### src/rtl/tod_gov_pkg.sv
package tod_gov_pkg;
  typedef enum logic {
    CORR_SLEW = 1'b0,
    CORR_STEP = 1'b1
  } corr_mode_e;
endpackage

### src/rtl/tod_step_gate.sv
// Splits an accepted request into an immediate jump and a slewed remainder.
module tod_step_gate
  import tod_gov_pkg::*;
#(
  parameter int OFS_W = 32
) (
  input  logic                    take,
  input  corr_mode_e              mode,
  input  logic signed [OFS_W-1:0] offset,
  input  logic        [OFS_W-1:0] max_jump,
  output logic        [OFS_W-1:0] jump,
  output logic signed [OFS_W-1:0] remainder,
  output logic                    clamped,
  output logic                    backward
);
  logic is_neg, is_pos;

  always_comb begin
    is_neg    = offset[OFS_W-1];
    is_pos    = !is_neg && (offset != '0);
    jump      = '0;
    remainder = '0;
    clamped   = 1'b0;
    backward  = 1'b0;
    if (take) begin
      if (mode == CORR_STEP && is_pos) begin
        if ($unsigned(offset) > max_jump) begin
          jump      = max_jump;
          remainder = offset - $signed(max_jump);
          clamped   = 1'b1;
        end else begin
          jump = $unsigned(offset);
        end
      end else begin
        // slew request, negative step, or zero offset
        remainder = offset;
        backward  = (mode == CORR_STEP) && is_neg;
      end
    end
  end
endmodule

### src/rtl/tod_slew_unit.sv
// Chooses the signed per-cycle increment bend that works off a pending offset.
module tod_slew_unit #(
  parameter int OFS_W   = 32,
  parameter int INC_W   = 16,
  parameter int NOM_INC = 16
) (
  input  logic signed [OFS_W-1:0] pending,
  input  logic        [INC_W-1:0] slew_delta,
  input  logic        [INC_W-1:0] min_inc,
  output logic signed [INC_W:0]   extra,
  output logic                    finish
);
  localparam logic [INC_W-1:0] NOM_V = INC_W'(NOM_INC);

  logic [INC_W-1:0] floor_v, neg_room, lim, mag;
  logic [OFS_W-1:0] mag_p, lim_ext;
  logic             neg;

  always_comb begin
    floor_v  = (min_inc == '0) ? INC_W'(1) : min_inc;
    neg_room = (NOM_V > floor_v) ? NOM_V - floor_v : '0;
    neg      = pending[OFS_W-1];
    mag_p    = neg ? $unsigned(-pending) : $unsigned(pending);
    lim      = (neg && (neg_room < slew_delta)) ? neg_room : slew_delta;
    lim_ext  = OFS_W'(lim);
    mag      = (mag_p < lim_ext) ? mag_p[INC_W-1:0] : lim;
    extra    = neg ? -$signed({1'b0, mag}) : $signed({1'b0, mag});
    finish   = (pending != '0) && (mag_p <= lim_ext);
  end
endmodule

### src/rtl/tod_event_seq.sv
// Registered event strobe with an always-incrementing sequence number.
module tod_event_seq #(
  parameter int SEQ_W = 16
) (
  input  logic             clk,
  input  logic             rst_n,
  input  logic             hit,
  output logic             evt_valid,
  output logic [SEQ_W-1:0] evt_seq
);
  always_ff @(posedge clk) begin
    if (!rst_n) begin
      evt_valid <= 1'b0;
      evt_seq   <= '0;
    end else begin
      evt_valid <= hit;
      if (hit) evt_seq <= evt_seq + SEQ_W'(1);
    end
  end
endmodule

### src/rtl/tod_governor.sv
module tod_governor
  import tod_gov_pkg::*;
#(
  parameter int TOD_W   = 48,
  parameter int OFS_W   = 32,
  parameter int INC_W   = 16,
  parameter int NOM_INC = 16,
  parameter int SEQ_W   = 16,
  parameter int RBC_W   = 8
) (
  input  logic             clk,
  input  logic             rst_n,
  input  logic             seed_valid,
  input  logic [TOD_W-1:0] seed_tod,
  input  logic [OFS_W-1:0] cfg_max_jump,
  input  logic [INC_W-1:0] cfg_slew_delta,
  input  logic [INC_W-1:0] cfg_min_inc,
  input  logic             req_valid,
  output logic             req_ready,
  input  logic             req_mode,
  input  logic [OFS_W-1:0] req_offset,
  output logic             tod_valid,
  output logic [TOD_W-1:0] tod,
  output logic             slew_busy,
  output logic             mark_valid,
  output logic [OFS_W-1:0] mark_amount,
  output logic             limit_hit,
  output logic             rollback_flag,
  output logic [RBC_W-1:0] rollback_cnt,
  output logic             evt_valid,
  output logic [SEQ_W-1:0] evt_seq
);
  localparam logic [TOD_W-1:0] NOM_T = TOD_W'(NOM_INC);

  logic signed [OFS_W-1:0] pending;
  logic                    accept, seed_take;
  logic        [OFS_W-1:0] g_jump;
  logic signed [OFS_W-1:0] g_rem;
  logic                    g_clamp, g_back;
  logic signed [INC_W:0]   s_extra;
  logic                    s_finish, slew_done, evt_hit;
  logic signed [TOD_W:0]   advance;

  assign slew_busy = (pending != '0);
  assign req_ready = tod_valid && !slew_busy;
  assign accept    = req_valid && req_ready;
  assign seed_take = seed_valid && !tod_valid;
  assign slew_done = slew_busy && s_finish;

  tod_step_gate #(.OFS_W(OFS_W)) u_gate (
    .take      (accept),
    .mode      (corr_mode_e'(req_mode)),
    .offset    ($signed(req_offset)),
    .max_jump  (cfg_max_jump),
    .jump      (g_jump),
    .remainder (g_rem),
    .clamped   (g_clamp),
    .backward  (g_back)
  );

  tod_slew_unit #(.OFS_W(OFS_W), .INC_W(INC_W), .NOM_INC(NOM_INC)) u_slew (
    .pending    (pending),
    .slew_delta (cfg_slew_delta),
    .min_inc    (cfg_min_inc),
    .extra      (s_extra),
    .finish     (s_finish)
  );

  // per-cycle advance: nominal + slew bend + step jump (never negative)
  always_comb begin
    advance = $signed({1'b0, NOM_T}) + (TOD_W+1)'(s_extra)
            + $signed({1'b0, TOD_W'(g_jump)});
  end

  always_ff @(posedge clk) begin
    if (!rst_n) begin
      tod_valid <= 1'b0;
      tod       <= '0;
      pending   <= '0;
    end else if (seed_take) begin
      tod_valid <= 1'b1;
      tod       <= seed_tod;
    end else if (tod_valid) begin
      tod <= tod + advance[TOD_W-1:0];
      if (accept)         pending <= g_rem;
      else if (slew_busy) pending <= pending - OFS_W'(s_extra);
    end
  end

  always_ff @(posedge clk) begin
    if (!rst_n) begin
      mark_valid    <= 1'b0;
      mark_amount   <= '0;
      limit_hit     <= 1'b0;
      rollback_flag <= 1'b0;
      rollback_cnt  <= '0;
    end else begin
      mark_valid    <= accept && (g_jump != '0);
      if (accept && (g_jump != '0)) mark_amount <= g_jump;
      limit_hit     <= g_clamp;
      rollback_flag <= g_back;
      if (g_back && (rollback_cnt != '1)) rollback_cnt <= rollback_cnt + RBC_W'(1);
    end
  end

  assign evt_hit = seed_take || (accept && (g_jump != '0)) || g_back || slew_done;

  tod_event_seq #(.SEQ_W(SEQ_W)) u_seq (
    .clk       (clk),
    .rst_n     (rst_n),
    .hit       (evt_hit),
    .evt_valid (evt_valid),
    .evt_seq   (evt_seq)
  );
endmodule

### config.mk
export PLATFORM = sky130hd
export DESIGN_NAME = tod_governor
export DESIGN_NICKNAME = d
export VERILOG_FILES = /design/src/rtl/tod_gov_pkg.sv /design/src/rtl/tod_step_gate.sv /design/src/rtl/tod_slew_unit.sv /design/src/rtl/tod_event_seq.sv /design/src/rtl/tod_governor.sv
export SDC_FILE = /design/constraint.sdc
export NUM_CORES = 1
export LEC_CHECK = 0
export ABC_CLOCK_PERIOD_IN_PS = 31600
export BUFFER_PORTS_ARGS = -buffer_cell sky130_fd_sc_hd__buf_2
export CAP_MARGIN = 20
export CORE_ASPECT_RATIO = 0.75
export CORE_MARGIN = 2
export CORE_UTILIZATION = 55
export CTS_BUF_LIST = sky130_fd_sc_hd__clkbuf_4 sky130_fd_sc_hd__clkbuf_8 sky130_fd_sc_hd__clkbuf_16
export CTS_CLUSTER_DIAMETER = 60
export DETAILED_ROUTE_END_ITERATION = 10
export GPL_TIMING_DRIVEN = 0
export MAX_ROUTING_LAYER = met4
export PLACE_DENSITY = 0.75
export SLEW_MARGIN = 20
export SYNTH_ARGS = -nofsm -noshare
export SYNTH_HDL_FRONTEND = slang
export SYNTH_SLANG_ARGS = --single-unit
### constraint.sdc
create_clock -name clk -period 31.6 [get_ports clk]
set_input_delay 4.74 -clock clk [delete_from_list [all_inputs] [get_ports clk]]
set_output_delay 4.74 -clock clk [all_outputs]
set_load 0.02 [all_outputs]
* Yosys cells after proc, flatten, opt, wreduce, memory -nomap -nowiden
Cells that the tools add are included.
** Storage, ports and cells
- Bits of input ports :: 149
- Word-level logic and storage cells :: 70
- Register bits after elaboration :: 141
- Output and inout port bits :: 111
** Operators by class
- Reductions and logical operators :: 25
- Add/sub/neg operators :: 10
- Bitwise operators :: 1
- $lt $le $gt $ge :: 5
- Multiplexer cells :: 18
- Equality and inequality tests :: 1
** Operator list (number)
- $mux W32 :: 8
- $mux W48 :: 2
- $reduce_bool A32 Y1 :: 3
- $mux W16 :: 4
- $add A48 B48 Y48 :: 1
- $add A18 B33 Y34 :: 1
- $gt A32 B32 Y1 :: 1
- $le A32 B16 Y1 :: 1
- $lt A32 B16 Y1 :: 1
- $neg A32 Y32 :: 1
- $sub A32 B17 Y32 :: 1
- $sub A32 B32 Y32 :: 1
- $add A6 B17 Y18 const A :: 1
- $mux W17 :: 1
- $neg A16 Y17 :: 1
- $add A16 B1 Y16 const B :: 1
- $gt A5 B16 Y1 const A :: 1
- $logic_not A16 Y1 :: 1
- $lt A16 B16 Y1 :: 1
- $sub A5 B16 Y16 const A :: 1
- $logic_and A1 B1 Y1 :: 11
- $add A8 B1 Y8 const B :: 1
- $ne A8 B8 Y1 const B :: 1
- $reduce_and A3 Y1 :: 2
- 5 further kinds :: 12

* Logic depth before layout (Yosys ltp)
- Depth in word-level cells :: 16
- Gate-level depth with buffers :: 68
- Gate-level depth less buffers :: 58

* Cells and area by module
Synthesis repeated with hierarchy kept, for this count alone.
** Unflattened totals
- Cells, all modules :: 2381
- Area, all modules :: 17825.8 um2
** By module, submodules not included
- tod_governor :: instances 1, seq. area each 2482.4 um2, cells each 1408, area each 11342.1 um2
- tod_slew_unit :: instances 1, seq. area each 0.0 um2, cells each 458, area each 2967.8 um2
- tod_step_gate :: instances 1, seq. area each 0.0 um2, cells each 429, area each 2730.1 um2
- tod_event_seq :: instances 1, seq. area each 340.3 um2, cells each 86, area each 785.8 um2

* Worst setup path before layout
Ideal clock, no wire load.
- Path kind :: in2reg
- Start point :: input cfg_min_inc[6]
- End point :: register tod[41]
- Path buffers :: 9
- Arrival time :: 16.816 ns
- Setup time :: 0.086 ns
- Data required time :: 31.514 ns
- Slack :: 14.699 ns
- Stages :: 61
- Path through :: nor4_1 nand3_1 clkbuf_1 inv_1 a21oi_1 ha_1 inv_1 nor2_1 ha_1 o31ai_1 a311oi_1 o41ai_1 nand3_1 clkbuf_1 clkbuf_1 buf_1 nand2_1 ha_1 [25 not listed] a211oi_1 o2111a_1 o31ai_1 nor3_1 or3_1 a21oi_1 xor2_1 ha_1 a21o_1 a21oi_1 o21ai_0 nand2_1 o41ai_1 or2_2 a311oi_1 xnor2_1 nor2_1 a211oi_1
** On the way
- Longest elaborated chain between the ends :: 16
- Elaborated cells between the ends (all ways) :: 17
- Classes of those cells :: 5 x add/sub; 3 x order compare; 7 x mux; 2 x reduce/logical
** Ends and longest elaborated chain
- start: declaration :: RTL line tod_governor.sv:17 : input logic [INC_W-1:0] cfg_min_inc,
- $logic_not A16 Y1 :: RTL line tod_slew_unit.sv:20 : floor_v = (min_inc == '0) ? INC_W'(1) : min_inc;
- $mux W16 * :: RTL line tod_slew_unit.sv:20
- $sub A5 B16 Y16 or $gt A5 B16 Y1 (tied branches) :: RTL line tod_slew_unit.sv:21 : neg_room = (NOM_V > floor_v) ? NOM_V - floor_v : '0;
- $mux W16 * :: RTL line tod_slew_unit.sv:21
- $lt A16 B16 Y1 :: RTL line tod_slew_unit.sv:24 : lim = (neg && (neg_room < slew_delta)) ? neg_room : slew_delta;
- $logic_and A1 B1 Y1 :: RTL line tod_slew_unit.sv:24
- $mux W16 * :: RTL line tod_slew_unit.sv:24
- $lt A32 B16 Y1 :: RTL line tod_slew_unit.sv:26 : mag = (mag_p < lim_ext) ? mag_p[INC_W-1:0] : lim;
- $mux W16 * :: RTL line tod_slew_unit.sv:26
- $neg A16 Y17 :: RTL line tod_slew_unit.sv:27 : extra = neg ? -$signed({1'b0, mag}) : $signed({1'b0, mag});
- $mux W17 * :: RTL line tod_slew_unit.sv:27
- $add A6 B17 Y18 * :: RTL line tod_governor.sv:71 : advance = $signed({1'b0, NOM_T}) + (TOD_W+1)'(s_extra)
- $add A18 B33 Y34 * :: RTL line tod_governor.sv:72 : + $signed({1'b0, TOD_W'(g_jump)});
- $add A48 B48 Y48 * :: RTL line tod_governor.sv:84 : tod <= tod + advance[TOD_W-1:0];
- $mux W48 * :: RTL line tod_governor.sv:83 : end else if (tod_valid) begin
- $mux W48 * :: RTL line tod_governor.sv:80 : end else if (seed_take) begin
- end signal: assignment :: RTL line tod_governor.sv:82 : tod <= seed_tod;
- end signal: assignment :: RTL line tod_governor.sv:84
- end: declaration :: RTL line tod_governor.sv:23 : output logic [TOD_W-1:0] tod,
Mark *: on every way between the ends. The rest lies on a longest branch, timed or not. The select of a mux whose other input is x is not followed.
A chain may end at the register's enable or synchronous reset.

* Final worst setup path
- Start point :: input cfg_min_inc[4]
- End point :: register tod[47]
The elaborated chain is that of the path after synthesis.

==> results.py <==
metrics = {
    "cts": {
        "h-tree-depth": 4,
        "hold_buffers": 0,
        "ctsRootBufferMaster": "clkbuf_16",
        "clockBufferDepth": 2,
        "clkSlewWorstSetupHoldPaths_ns": 0.07,
        "cts_setup_buffers": 0,
        "cts-buffers-inserted": 17,
        "cts_tree": "built",
        "worstSkewPairLatency_ns": 0.47,
        "cts.sinks": 141,
        "post_cts_resize_count": 0,
    },
    "worst_hold_path": {
        "hp-class": "reg2reg",
        "holdCritStartpoint": "mark_amount[31]$_SDFFE_PN0P_",
    },
    "critical_path": {
        "cp-start-kind": "input pin",
        "required_ns": 32.00,
        "critPathLaunch": "cfg_min_inc[4]",
        "slowest_stage": "o31ai_1",
        "worstPathArrival_ns": 20.37,
        "worstPathMaxFanout": 15,
        "crit_path_frequent_cell": "a21oi_1",
        "max_stage_delay_ns": 0.82,
        "r2r_start": "pending[31]$_SDFFE_PN0P_",
        "crit_family": "compound AO/OA/AOI/OAI gates",
        "crit_type": "in2reg",
        "worstSetupEndpointType": "flop",
        "critical_path_buf_inv_count": 13,
    },
    "timing": {
        "fin_skew_ns": 0.0136,
        "period_share_pct": 63.2,
        "setup_viol": 0,
        "rsz0062_at_grt": "false",
        "worst_pin_slew_ns": 1.21,
        "fmax_ghz": 0.0501,
        "setup_tns_ns": 0,
        "hold_violations": 0,
        "max_slew_margin_pct": 18.9,
        "finalHoldWorstSlack_ns": 0.493,
        "drv_slew": 0,
        "finalCriticalPeriod_ns": 19.97,
    },
    "power_and_ir_drop": {
        "pwr-share-comb_pct": 56.4,
        "pwr-share-seq_pct": 22.0,
        "max-vdd-ir-drop_mv": 0.0385,
        "powerDensity_nw_per_um2": 53.1,
        "swShare_pct": 47.0,
        "p_switching_uw": 482,
        "leakage_uw": 0.00934,
        "p_clk_share_pct": 21.6,
        "p_int_uw": 544,
    },
    "grt": {
        "grt_use_met2_pct": 56.0,
        "met1_usage_pct": 57.0,
        "overflow": 0,
        "antenna_found_initial": 0,
        "grt_busiest_layer": "met1",
        "met3_usage_pct": 9.00,
        "grt_max_degree": 18,
        "grt_use_total_pct": 39.9,
        "grt_pass1_wl_um": 96700,
        "first_global_vias": 17300,
    },
    "routing": {
        "remaining_drc_errors": 0,
        "drt_wl_total_um": 63700,
        "final_antenna_net_count": 0,
        "vias": 18800,
        "drt_iter0_drc": 1980,
        "wl_per_cell_um": 21.6,
        "viasPerCell": 6.38,
        "drt_first_pass_iters": 6,
    },
    "place": {
        "gp_congestion": 1.03,
        "io_buffers": 257,
        "dp_hpwl_um": 51700,
    },
    "finish": {
        "layout_commonest_cell": "nor2_1",
        "layout_common_cells": "278 x nor2_1, 263 x buf_2, 214 x ha_1, 191 x a21oi_1, 141 x dfxtp_1",
        "area_growth_syn_to_layout_pct": 14.6,
        "final_nets": 2910,
        "num-fill-cells": 2751,
        "drive_gt1_share_pct": 13.5,
        "antenna_cells": 0,
        "seqCellArea_um2": 2820,
        "multi_input_area_um2": 13300,
    },
    "floorplanning": {
        "rows": 55,
        "dieArea_um2": 32100,
        "die_h_um": 156,
        "ios": 260,
        "core_area_um2": 30100,
        "die_w_um": 206,
        "initial_core_util_pct": 56.0,
    },
    "synthesis": {
        "synthCells": 2256,
        "synth_warnings": 0,
        "synth_edf_count": 0,
        "ys_seq_area_share_pct": 16.7,
        "synth_compound_area_share_pct": 25.9,
        "synthFlopType": "dfxtp_1",
        "synth-simple-area-share_pct": 22.3,
        "ys_seq_elements": 141,
        "synth_mux_area_share_pct": 4.68,
        "synthAdderAreaFrac_pct": 16.3,
        "synth_cell_types": 88,
        "synth_xor_area_share_pct": 9.23,
        "yosys.area.top_type": "dfxtp_1",
        "synth_top_family_by_area": "compound AO/OA/AOI/OAI gates",
        "ys_async_sr_fraction_pct": 0,
        "ys_top_cells_by_area": "dfxtp_1 17%, ha_1 16%, nor2_1 6.2%",
        "syn_area_um2": 16900,
        "yosys.area.top_type_share_pct": 16.7,
        "syn_avg_cell_area_um2": 7.48,
    },
    "outcome": {
        "status": "complete, no violations",
    },
    "flow_run": {
        "drv_cap": 0,
    },
}
worst min-delay path: stages (launching register included):
cell      delay [ns]
dfxtp_1         0.32
nand2b_1        0.06
a21oi_1         0.06
state kept, by name, indices dropped and copies added (netlist names):
signal           flops
tod                 48
mark_amount         32
pending             32
u_seq.evt_seq       16
rollback_cnt         8
limit_hit            1
mark_valid           1
rollback_flag        1
tod_valid            1
u_seq.evt_valid      1
power by group through the flow:
stage | registers (uW) | logic [uW] | clock network (uW)
floorplan | 228 | 408 | 0
global placement | 227 | 547 | 0
detailed placement | 228 | 557 | 0
CTS | 224 | 562 | 222
global route | 227 | 631 | 229
finish | 226 | 578 | 221
routing by layer:
layer / vias to the layer above / part of all wire [%]
met2: 1060 / 40
met3: 109 / 12
met1: 8848 / 45
met4: 0 / 2.4
met5: - / 0
li1: 8824 / -
worst paths after layout:
kind                                        to  slack (ns)  cells past startpoint
hold / removal    mark_amount[31]$_SDFFE_PN0P_        0.49                      2
setup / recovery          tod[47]$_SDFFE_PN0P_       11.63                     65
hold reg to reg   mark_amount[31]$_SDFFE_PN0P_        0.49                      2
setup reg to reg          tod[47]$_SDFFE_PN0P_       16.48                     56
synth_stat cells (13+ instances only):
cell and n:
nor2_1 278, ha_1 214, a21oi_1 191, dfxtp_1 141, nand2_1 135, o21ai_0 123, inv_1 117, xnor2_1 102
a21o_1 77, a211oi_1 75, clkbuf_1 73, xor2_1 73, mux2i_1 65, nor2b_1 59, nor3_1 55, nand3_1 52
nor4_1 33, nand4_1 27, nand2b_1 26, o21bai_1 22, a31oi_1 19, o31ai_1 19, o21a_1 17, a221oi_1 16
o211ai_1 16, or3_1 15, and2_1 14, and3_1 13
final cells by class:
type	count	share of cell area, %
plain buffers	91	1.84
clock buffers	17	2.20
clock inverters	15	0.997
inverters	120	2.33
multi-input cells	1914	68.7
flip-flops and latches	141	14.6
well taps	399	2.58
repair buffers	258	6.69
cell families after synthesis:
| logic type | count (synthesis) |
|---|---|
| simple gates | 762 |
| buf+inv | 211 |
| compound gates | 671 |
| fa+ha+maj | 218 |
| mux | 76 |
| flops | 141 |
| xor+xnor | 176 |
| other cells | 1 |
metrics by stage:
stage / util (%) / worst slack [ns] / std cells / instance area [um^2] / total power [uW]
4_1_cts: 64.1 / 12.10 / 2955 / 19300 / 1010
3_3_place_gp: 62.0 / 11.51 / 2922 / 18700 / 774
6_report: 64.1 / 11.63 / 2955 / 19300 / 1030
3_5_place_dp: 62.1 / 11.72 / 2923 / 18700 / 784
2_1_floorplan: - / 14.70 / 2266 / 16900 / 637
5_1_grt: 64.1 / 10.79 / 2955 / 19300 / 1090
Note: power is estimated with default switching activity, not from simulation.
